**config.mk**
```make
export PLATFORM = sky130hd
export DESIGN_NAME = bank_state_tracker
export DESIGN_NICKNAME = d
export VERILOG_FILES = /design/src/rtl/bank_trk_pkg.sv /design/src/rtl/bank_cmd_router.sv /design/src/rtl/bank_state_cell.sv /design/src/rtl/bank_state_tracker.sv
export SDC_FILE = /design/constraint.sdc
export NUM_CORES = 1
export LEC_CHECK = 0
export ABC_CLOCK_PERIOD_IN_PS = 2400
export CAP_MARGIN = 20
export CORE_MARGIN = 1
export CORE_UTILIZATION = 54
export CTS_CLUSTER_DIAMETER = 40
export DETAILED_ROUTE_END_ITERATION = 8
export DONT_BUFFER_PORTS = 1
export PLACE_DENSITY = 0.72
export SKIP_CTS_REPAIR_TIMING = 1
export SYNTH_ARGS = -nofsm -noshare
export SYNTH_HDL_FRONTEND = slang
export SYNTH_SLANG_ARGS = --single-unit
```
**constraint.sdc**
```tcl
create_clock -name clk -period 2.4 [get_ports clk]
set_clock_uncertainty 0.15 [all_clocks]
set_input_delay 0.24 -clock clk [delete_from_list [all_inputs] [get_ports clk]]
set_output_delay 0.24 -clock clk [all_outputs]
set_load 0.01 [all_outputs]
```
**src/rtl/bank_trk_pkg.sv**
```systemverilog
package bank_trk_pkg;

    localparam int CMD_W = 4;

    localparam logic [CMD_W-1:0] CMD_NOP      = 4'd0;
    localparam logic [CMD_W-1:0] CMD_ACT      = 4'd1;
    localparam logic [CMD_W-1:0] CMD_PRE      = 4'd2;
    localparam logic [CMD_W-1:0] CMD_PRE_ALL  = 4'd3;
    localparam logic [CMD_W-1:0] CMD_PRE_POS  = 4'd4;
    localparam logic [CMD_W-1:0] CMD_RD       = 4'd5;
    localparam logic [CMD_W-1:0] CMD_WR       = 4'd6;
    localparam logic [CMD_W-1:0] CMD_PD_PRE   = 4'd7;
    localparam logic [CMD_W-1:0] CMD_PD_ACT   = 4'd8;
    localparam logic [CMD_W-1:0] CMD_SR_ENTER = 4'd9;
    localparam logic [CMD_W-1:0] CMD_REF_ALL  = 4'd10;
    localparam logic [CMD_W-1:0] CMD_REF_ONE  = 4'd11;
    localparam logic [CMD_W-1:0] CMD_REF_POS  = 4'd12;

    // Which banks a command reaches
    typedef enum logic [1:0] {
        SCOPE_NONE  = 2'd0,
        SCOPE_RANK  = 2'd1,
        SCOPE_GROUP = 2'd2,
        SCOPE_BANK  = 2'd3
    } scope_e;

    // What a command does to each bank it reaches
    typedef enum logic [2:0] {
        EFF_NONE  = 3'd0,
        EFF_OPEN  = 3'd1,
        EFF_CLOSE = 3'd2,
        EFF_SLEEP = 3'd3,
        EFF_WAKE  = 3'd4
    } eff_e;

    typedef struct packed {
        scope_e scope;
        eff_e   eff;
    } cmd_info_t;

    typedef struct packed {
        logic open;
        logic sleep;
        logic blocked;
    } bank_flags_t;

    function automatic cmd_info_t decode_cmd(input logic [CMD_W-1:0] code);
        cmd_info_t info;
        info.scope = SCOPE_NONE;
        info.eff   = EFF_NONE;
        case (code)
            CMD_ACT:      begin info.scope = SCOPE_BANK;  info.eff = EFF_OPEN;  end
            CMD_PRE:      begin info.scope = SCOPE_BANK;  info.eff = EFF_CLOSE; end
            CMD_PRE_ALL:  begin info.scope = SCOPE_RANK;  info.eff = EFF_CLOSE; end
            CMD_PRE_POS:  begin info.scope = SCOPE_GROUP; info.eff = EFF_CLOSE; end
            CMD_PD_PRE,
            CMD_PD_ACT,
            CMD_SR_ENTER: begin info.scope = SCOPE_RANK;  info.eff = EFF_SLEEP; end
            CMD_REF_ALL:  begin info.scope = SCOPE_RANK;  info.eff = EFF_WAKE;  end
            CMD_REF_ONE:  begin info.scope = SCOPE_BANK;  info.eff = EFF_WAKE;  end
            CMD_REF_POS:  begin info.scope = SCOPE_GROUP; info.eff = EFF_WAKE;  end
            default:      begin info.scope = SCOPE_NONE;  info.eff = EFF_NONE;  end
        endcase
        return info;
    endfunction

endpackage

```
**src/rtl/bank_cmd_router.sv**
```systemverilog
module bank_cmd_router
    import bank_trk_pkg::*;
#(
    parameter int NUM_BANKS       = 16,
    parameter int BANKS_PER_GROUP = 4,
    localparam int BANK_W         = $clog2(NUM_BANKS),
    localparam int HITS_PER_GROUP = NUM_BANKS / BANKS_PER_GROUP
) (
    input  logic                 clk,
    input  logic                 rst,
    input  logic                 valid,
    input  scope_e               scope,
    input  logic [BANK_W-1:0]    bank,
    output logic [NUM_BANKS-1:0] hit
);

    logic [BANK_W-1:0] pos_sel;
    assign pos_sel = BANK_W'(32'(bank) % BANKS_PER_GROUP);

    for (genvar i = 0; i < NUM_BANKS; i++) begin : g_hit
        localparam logic [BANK_W-1:0] MY_POS = BANK_W'(i % BANKS_PER_GROUP);
        localparam logic [BANK_W-1:0] MY_IDX = BANK_W'(i);
        always_comb begin
            hit[i] = 1'b0;
            if (valid) begin
                unique case (scope)
                    SCOPE_RANK:  hit[i] = 1'b1;
                    SCOPE_GROUP: hit[i] = (pos_sel == MY_POS);
                    SCOPE_BANK:  hit[i] = (bank == MY_IDX);
                    default:     hit[i] = 1'b0;
                endcase
            end
        end
    end


    rank_fanout_chk: assert property (@(posedge clk) disable iff (rst)
        (valid && scope == SCOPE_RANK) |-> (&hit));

    group_fanout_chk: assert property (@(posedge clk) disable iff (rst)
        (valid && scope == SCOPE_GROUP) |-> ($countones(hit) == HITS_PER_GROUP && hit[pos_sel]));

    single_fanout_chk: assert property (@(posedge clk) disable iff (rst)
        (valid && scope == SCOPE_BANK) |-> ($countones(hit) == 1 && hit[bank]));

    no_fanout_chk: assert property (@(posedge clk) disable iff (rst)
        (!valid || scope == SCOPE_NONE) |-> (hit == '0));

endmodule

```
**src/rtl/bank_state_cell.sv**
```systemverilog
module bank_state_cell
    import bank_trk_pkg::*;
#(
    parameter int ROW_W = 16
) (
    input  logic             clk,
    input  logic             rst,
    input  logic             hit,
    input  eff_e             eff,
    input  logic [ROW_W-1:0] row_in,
    input  logic             blk_set,
    input  logic             pend,
    output bank_flags_t      flags_q,
    output logic [ROW_W-1:0] row_q,
    output logic             idle
);

    always_ff @(posedge clk) begin
        if (rst) begin
            flags_q <= '0;
            row_q   <= '0;
        end else begin
            if (hit) begin
                case (eff)
                    EFF_OPEN: begin
                        flags_q.open <= 1'b1;
                        row_q        <= row_in;
                    end
                    EFF_CLOSE: flags_q.open  <= 1'b0;
                    EFF_SLEEP: flags_q.sleep <= 1'b1;
                    EFF_WAKE: begin
                        flags_q.sleep   <= 1'b0;
                        flags_q.blocked <= 1'b0;
                    end
                    default: ;
                endcase
            end
            // a block request in the same cycle outranks a refresh clear
            if (blk_set)
                flags_q.blocked <= 1'b1;
        end
    end

    assign idle = !flags_q.blocked && !flags_q.sleep && !pend;


    open_row_chk: assert property (@(posedge clk) disable iff (rst)
        (hit && eff == EFF_OPEN) |=> (flags_q.open && row_q == $past(row_in)));

    close_chk: assert property (@(posedge clk) disable iff (rst)
        (hit && eff == EFF_CLOSE) |=> (!flags_q.open && $stable(row_q)));

    sleep_chk: assert property (@(posedge clk) disable iff (rst)
        (hit && eff == EFF_SLEEP) |=> flags_q.sleep);

    wake_chk: assert property (@(posedge clk) disable iff (rst)
        (hit && eff == EFF_WAKE) |=> (!flags_q.sleep && flags_q.blocked == $past(blk_set)));

    block_set_chk: assert property (@(posedge clk) disable iff (rst)
        blk_set |=> flags_q.blocked);

    hold_chk: assert property (@(posedge clk) disable iff (rst)
        (!hit && !blk_set) |=> ($stable(flags_q) && $stable(row_q)));

endmodule

```
**src/rtl/bank_state_tracker.sv**
```systemverilog
module bank_state_tracker
    import bank_trk_pkg::*;
#(
    parameter int NUM_BANKS       = 16,
    parameter int BANKS_PER_GROUP = 4,
    parameter int ROW_W           = 16,
    localparam int BANK_W         = $clog2(NUM_BANKS)
) (
    input  logic                       clk,
    input  logic                       rst,
    input  logic                       cmd_valid,
    input  logic [CMD_W-1:0]           cmd_code,
    input  logic [BANK_W-1:0]          cmd_bank,
    input  logic [ROW_W-1:0]           cmd_row,
    input  logic                       blk_valid,
    input  logic [BANK_W-1:0]          blk_bank,
    input  logic [NUM_BANKS-1:0]       pend_req,
    output logic [NUM_BANKS-1:0]       bank_open,
    output logic [NUM_BANKS-1:0]       bank_sleep,
    output logic [NUM_BANKS-1:0]       bank_blocked,
    output logic [NUM_BANKS*ROW_W-1:0] open_row,
    output logic [NUM_BANKS-1:0]       bank_idle
);

    cmd_info_t            info;
    logic [NUM_BANKS-1:0] hit;

    assign info = decode_cmd(cmd_code);

    bank_cmd_router #(
        .NUM_BANKS      (NUM_BANKS),
        .BANKS_PER_GROUP(BANKS_PER_GROUP)
    ) i_router (
        .clk  (clk),
        .rst  (rst),
        .valid(cmd_valid),
        .scope(info.scope),
        .bank (cmd_bank),
        .hit  (hit)
    );

    for (genvar i = 0; i < NUM_BANKS; i++) begin : g_bank
        bank_flags_t      flags;
        logic [ROW_W-1:0] row;
        logic             blk_here;

        assign blk_here = blk_valid && (blk_bank == BANK_W'(i));

        bank_state_cell #(.ROW_W(ROW_W)) i_cell (
            .clk    (clk),
            .rst    (rst),
            .hit    (hit[i]),
            .eff    (info.eff),
            .row_in (cmd_row),
            .blk_set(blk_here),
            .pend   (pend_req[i]),
            .flags_q(flags),
            .row_q  (row),
            .idle   (bank_idle[i])
        );

        assign bank_open[i]                = flags.open;
        assign bank_sleep[i]               = flags.sleep;
        assign bank_blocked[i]             = flags.blocked;
        assign open_row[i*ROW_W +: ROW_W]  = row;
    end

endmodule

```
* After elaboration in Yosys (flattened, before gate mapping) *
Memories as Yosys holds them, arrays and structs flattened.
Cells that the tools add are included.

word-level totals
  ROM bits = 80
  output and inout port bits = 320
  bits in registers = 304
  RAM bits = 0
  memories = 1
  latch bits = 0
  logic and storage cells = 369

memory list
  memory            depth  bits a word  rd ports  clocked after memory_dff  write ports  RTL line            text
  (name not given)  16     5            1         0                         0            bank_trk_pkg.sv:51  case (code)

operators by class
  bitwise logic cells = 0
  $add $sub $neg = 0
  $lt $le $gt $ge = 0
  muxes and demuxes = 67
  div/mod/pow operators = 0
  multiply operators = 0
  shift-type cells = 0
  reduce and logical (&&, ||, !) cells = 197
  equality and inequality tests = 40

operators by type and width
  operator                                              count
  AND reduction 2 bit                                   64
  nonzero test 2 bit                                    34
  equality test 4 bit (second input constant)           16
  2-to-1 mux 1 bit                                      49
  logical AND 1 bit                                     48
  zero test 1 bit                                       48
  one-hot mux 1 bit (3 select lines)                    16
  equality test 4 x 3 -> 1 bit (second input constant)  8
  equality test 4 x 2 -> 1 bit (second input constant)  4
  zero test 4 bit                                       3
  equality test 2 bit (second input constant)           4
  equality test 4 x 1 -> 1 bit (second input constant)  2
  equality test 3 x 2 -> 1 bit (second input constant)  2
  equality test 2 x 1 -> 1 bit (second input constant)  2
  one-hot mux 1 bit (2 select lines)                    2
  equality test 3 x 1 -> 1 bit (second input constant)  1
  equality test 3 bit (second input constant)           1

* Logic depth before layout (Yosys ltp) *
An unclocked memory read counts as a cell.

  word-level depth = 6
  gate-level depth with buffers = 10

* Hierarchy *
From an unflattened synthesis, not the netlist that was laid out.

unflattened totals
  cells, all modules = 1467
  area total of the unflattened synthesis = 12682.2 µm²

by module, submodules not included
  module              seq. area each (µm²)  instances  area an instance (µm²)  cells an instance
  bank_state_cell     380.4                 16         759.5                   87
  bank_cmd_router     0.0                   1          265.3                   31
  bank_state_tracker  0.0                   1          265.3                   44

* Least setup slack after synthesis *
OpenSTA, ideal clock, no wires.

  path kind = input port to flip-flop
  from = input port cmd_code[1]
  to = register g_bank[8].i_cell.flags_q[2] (netlist bit)
  path buffers = 3
  arrival time = 2.049 ns
  stages on the path = 9
  path slack = 0.128 ns
  setup time = 0.073 ns
  path through = inv_1 ha_1 or3b_1 buf_2 a21o_1 or4_1 buf_2 buf_6 o211ai_2

on the way
  longest elaborated chain between the ends = 5
  elaborated cells between the ends (all ways) = 11
  those cells by class = eq/ne: 5; mux: 3; reduce/logical: 2; memory: 1

ends and longest elaborated chain
  item                                                                 RTL line                  text
  start: declaration                                                   bank_state_tracker.sv:12  input logic [CMD_W-1:0] cmd_code,
  memory read (16 x 5 bit) (*)                                         -
  equality test 2 bit or equality test 2 x 1 -> 1 bit (tied branches)  bank_cmd_router.sv:26     unique case (scope)
  one-hot mux 1 bit (3 select lines)                                   bank_cmd_router.sv:26
  2-to-1 mux 1 bit                                                     bank_cmd_router.sv:25     if (valid) begin
  AND reduction 2 bit (no source line)                                 -
  end: declaration                                                     bank_state_cell.sv:13     output bank_flags_t flags_q,

Mark *: on every way between the ends. The rest lies on a longest branch, timed or not.
A chain may end at the register's enable or synchronous reset.

* Worst setup path in the final report *
  from = input port cmd_code[0]
  to = register g_bank[3].i_cell.flags_q[0] (netlist bit)

on the way
  longest elaborated chain between the ends = 6
  elaborated cells between the ends (all ways) = 10
  those cells by class = eq/ne: 4; mux: 2; reduce/logical: 3; memory: 1

ends and longest elaborated chain
  item                                                                 RTL line
  memory read (16 x 5 bit) (*)                                         -
  equality test 2 bit or equality test 2 x 1 -> 1 bit (tied branches)  bank_cmd_router.sv:26
  one-hot mux 1 bit (3 select lines)                                   bank_cmd_router.sv:26
  2-to-1 mux 1 bit                                                     bank_cmd_router.sv:25
  nonzero test 2 bit (no source line)                                  -
  AND reduction 2 bit (no source line) (*)                             -
  end: declaration                                                     bank_state_cell.sv:13

Marked as above.

==> results.ini <==
[status]
status = complete, but fails checks
violations = hold timing

[yosys]
syn_inst = 1963
synthXorXnorAreaFrac_pct = 0
synth_top_area_cell = dfxtp_1
async_flop_share_pct = 0
synth_flop_cell = dfxtp_1
synth.avg_cell_area_sq_um = 8.13
synthAdderAreaFrac_pct = 0.314
yosys_register_bits = 304
synth_nets = 2015
synth_top_family_by_area = simple AND/OR/NAND/NOR gates
synth-simple-area-share_pct = 31.3
synth_top_area_share_pct = 38.1
synth_common_cells = nand3_1, dfxtp_1, o2111ai_1
synth_mux_area_share_pct = 0.141
synth_area_sq_um = 16000
ys_top_cells_by_area = dfxtp_1, nand3_1, o2111ai_1, nand4_1, clkbuf_1
synth-edff-count = 0
synth_compound_area_share_pct = 21.3
synth_most_common_cell = nand3_1
synthDistinctLibCells = 50
synth_warnings = 0
ys_seq_area_share_pct = 38.1

[global_route]
grt_overflow = 0
grt_pass1_vias = 16700
grt_antenna_before_repair = 1
grt_max_degree = 88
grtUsageTotal_pct = 42.8
grt_pass1_wl_microns = 102000

[power_and_ir_drop]
power_density_nw_per_um2 = 768
p_leak_nw = 6.81
power_w = 0.0147
ir_drop_v = 0.000595

[clock_network]
cts_max_path_buffers = 3
clock_latency_ns = 0.54
cts.sinks = 304
cts_made_buffers = 49
cts_htree_levels = 2
cts_tree = built
cts-root-buf = clkbuf_16
clkTransAtPathRegs_ns = 0.06

[sta]
rsz0062_at_grt = no
finalCritPeriodShare_pct = 92.5
setup_viol = 0
slew_viol_final = 0
worst_hold_slack_ns = -0.0565
layout_min_cycle_time_ns = 2.22
tns_ns = 0
finalHoldViolations = 9
tightest_slew_ns = 0.951
max_freq_mhz = 450
slew_headroom_pct = 36.6

[setup_path]
cp_cell_sequence = inv_1 > ha_1 > mux2_2 > buf_12 > o2111ai_4 > buf_4 > o211ai_1 > nand3_1 > dlygate4sd3_1
arrival_ns = 2.56
startpoint_type = primary input
regToRegStartpoint = g_bank[3].i_cell.flags_q[0]
crit_required_ns = 2.74
r2r_slack_ns = 0.95
crit_path_end = g_bank[3].i_cell.flags_q[0]
critPathMaxFanout = 24
cpLargestDelayFamily = buffers and inverters
crit_start = cmd_code[0]
cp.depth = 9
cpPeakStageDelay_ns = 0.55
regToRegEndpoint = g_bank[3].i_cell.flags_q[0]
timing.critical_path.buf_inv = 4
path_class = in -> reg
endpoint_kind = register
rr_worst_depth = 3
crit_slowest_cell = dlygate4sd3_1

[placement]
gp_congestion = 0.867
port_buffers = 0
dpl_cell_area_sq_um = 17200
hpwl_microns = 40900

[floorplanning]
dieHeight_microns = 174
die_w_microns = 174
pin_count = 368
start_util_pct = 55.3
die-area_sq_um = 30200
core_area_sq_um = 28900
fp-row-count = 62

[route]
wl_per_cell_microns = 29.9
vias = 18100
drt_iter0_markers = 2925
post-route-drc-count = 0
postRouteAntennaNets = 0
dr.pass1.iters = 8
wl_microns = 68300
vias_per_cell = 7.94

[finish]
diodes = 0
fin_util_pct = 66.3
fin_nets = 1910
drive_gt1_share_pct = 15.9
syn_to_final_growth_pct = 20.0
final_cell_area_sq_um = 19100

[run]
cap_viol_max_count = 0

[min_path]
hold_path_class = in -> reg

## placed cells by master, fill, tap and decap left out, types with 4 or more instances in the layout
master         instances
o211ai_1              46
buf_4                103
clkbuf_16             51
nand2_1               32
bufinv_16              8
clkinv_2               8
or3_1                 17
nor3b_1                5
buf_12                54
nand2b_1              21
nor2_1                13
dlygate4sd3_1         17
dfxtp_1              304
nand3_1              541
a21oi_1               22
inv_1                  6
ha_1                   4
a211oi_4              16
o2111ai_1            270
inv_6                  8
nor3_1                17
nand4_1              256
clkinv_4               5
clkinvlp_4             5
o221ai_1               4
o211ai_2              10
## sequential cells by signal (all words and copies together), names as in the netlist
name	count
g_bank.i_cell.row_q	256
g_bank.i_cell.flags_q	48
## report_power, final
| part | switching [W] | internal, W |
|---|---|---|
| combinational | 0.00114 | 0.000463 |
| clock | 0.00270 | 0.00488 |
| sequential | 0.000286 | 0.00522 |
## worst register-to-register path, cell delays in order (launching register included)
cell and delay [ns]:
dfxtp_1 0.46, o211ai_1 0.14, nand3_1 0.10, dlygate4sd3_1 0.55
## layout make-up
type	count	area, sq um
fillers	2352	9710
flip-flops and latches	304	6090
clock inverters	35	443
inverters	7	33.8
well taps	384	480
multi-input cells	1322	8750
clock buffers	57	1330
repair buffers	174	2020
## metrics by stage
step,std cells,setup WS [ns]
after floorplan,1963,0.128
after global placement,2173,-0.0122
after detailed placement,2174,-0.0237
after CTS,2266,0.510
after global routing,2283,0.129
final,2283,0.179
## worst min-delay path by stage
stage | cells past startpoint | from | to | slack (ns)
2_1_floorplan | 2 | blk_bank[1] | g_bank[15].i_cell.flags_q[0] | 0.22
3_3_place_gp | 2 | blk_bank[3] | g_bank[13].i_cell.flags_q[0] | 0.24
3_5_place_dp | 2 | blk_bank[1] | g_bank[15].i_cell.flags_q[0] | 0.25
4_1_cts | 2 | blk_bank[1] | g_bank[15].i_cell.flags_q[0] | -0.31
5_1_grt | 3 | blk_valid | g_bank[4].i_cell.flags_q[0] | 0.01
6_report | 3 | blk_valid | g_bank[4].i_cell.flags_q[0] | -0.06
## metal layers
metal	up-vias	wire, microns	track usage, %
li1	7648	-	-
met1	8641	24000	51.8
met2	1509	29100	62.1
met3	320	10200	17.2
met4	2	5130	29.4
met5	-	12	0
## logic make-up (layout without fill, tap and decap cells)
kind of cell / count (synthesis) / count (layout)
buf+inv: 337 / 273
mux: 2 / 2
fa+ha+maj: 4 / 4
compound gates: 395 / 395
flops: 304 / 304
simple gates: 921 / 921
Note: power is estimated with default switching activity, not from simulation.
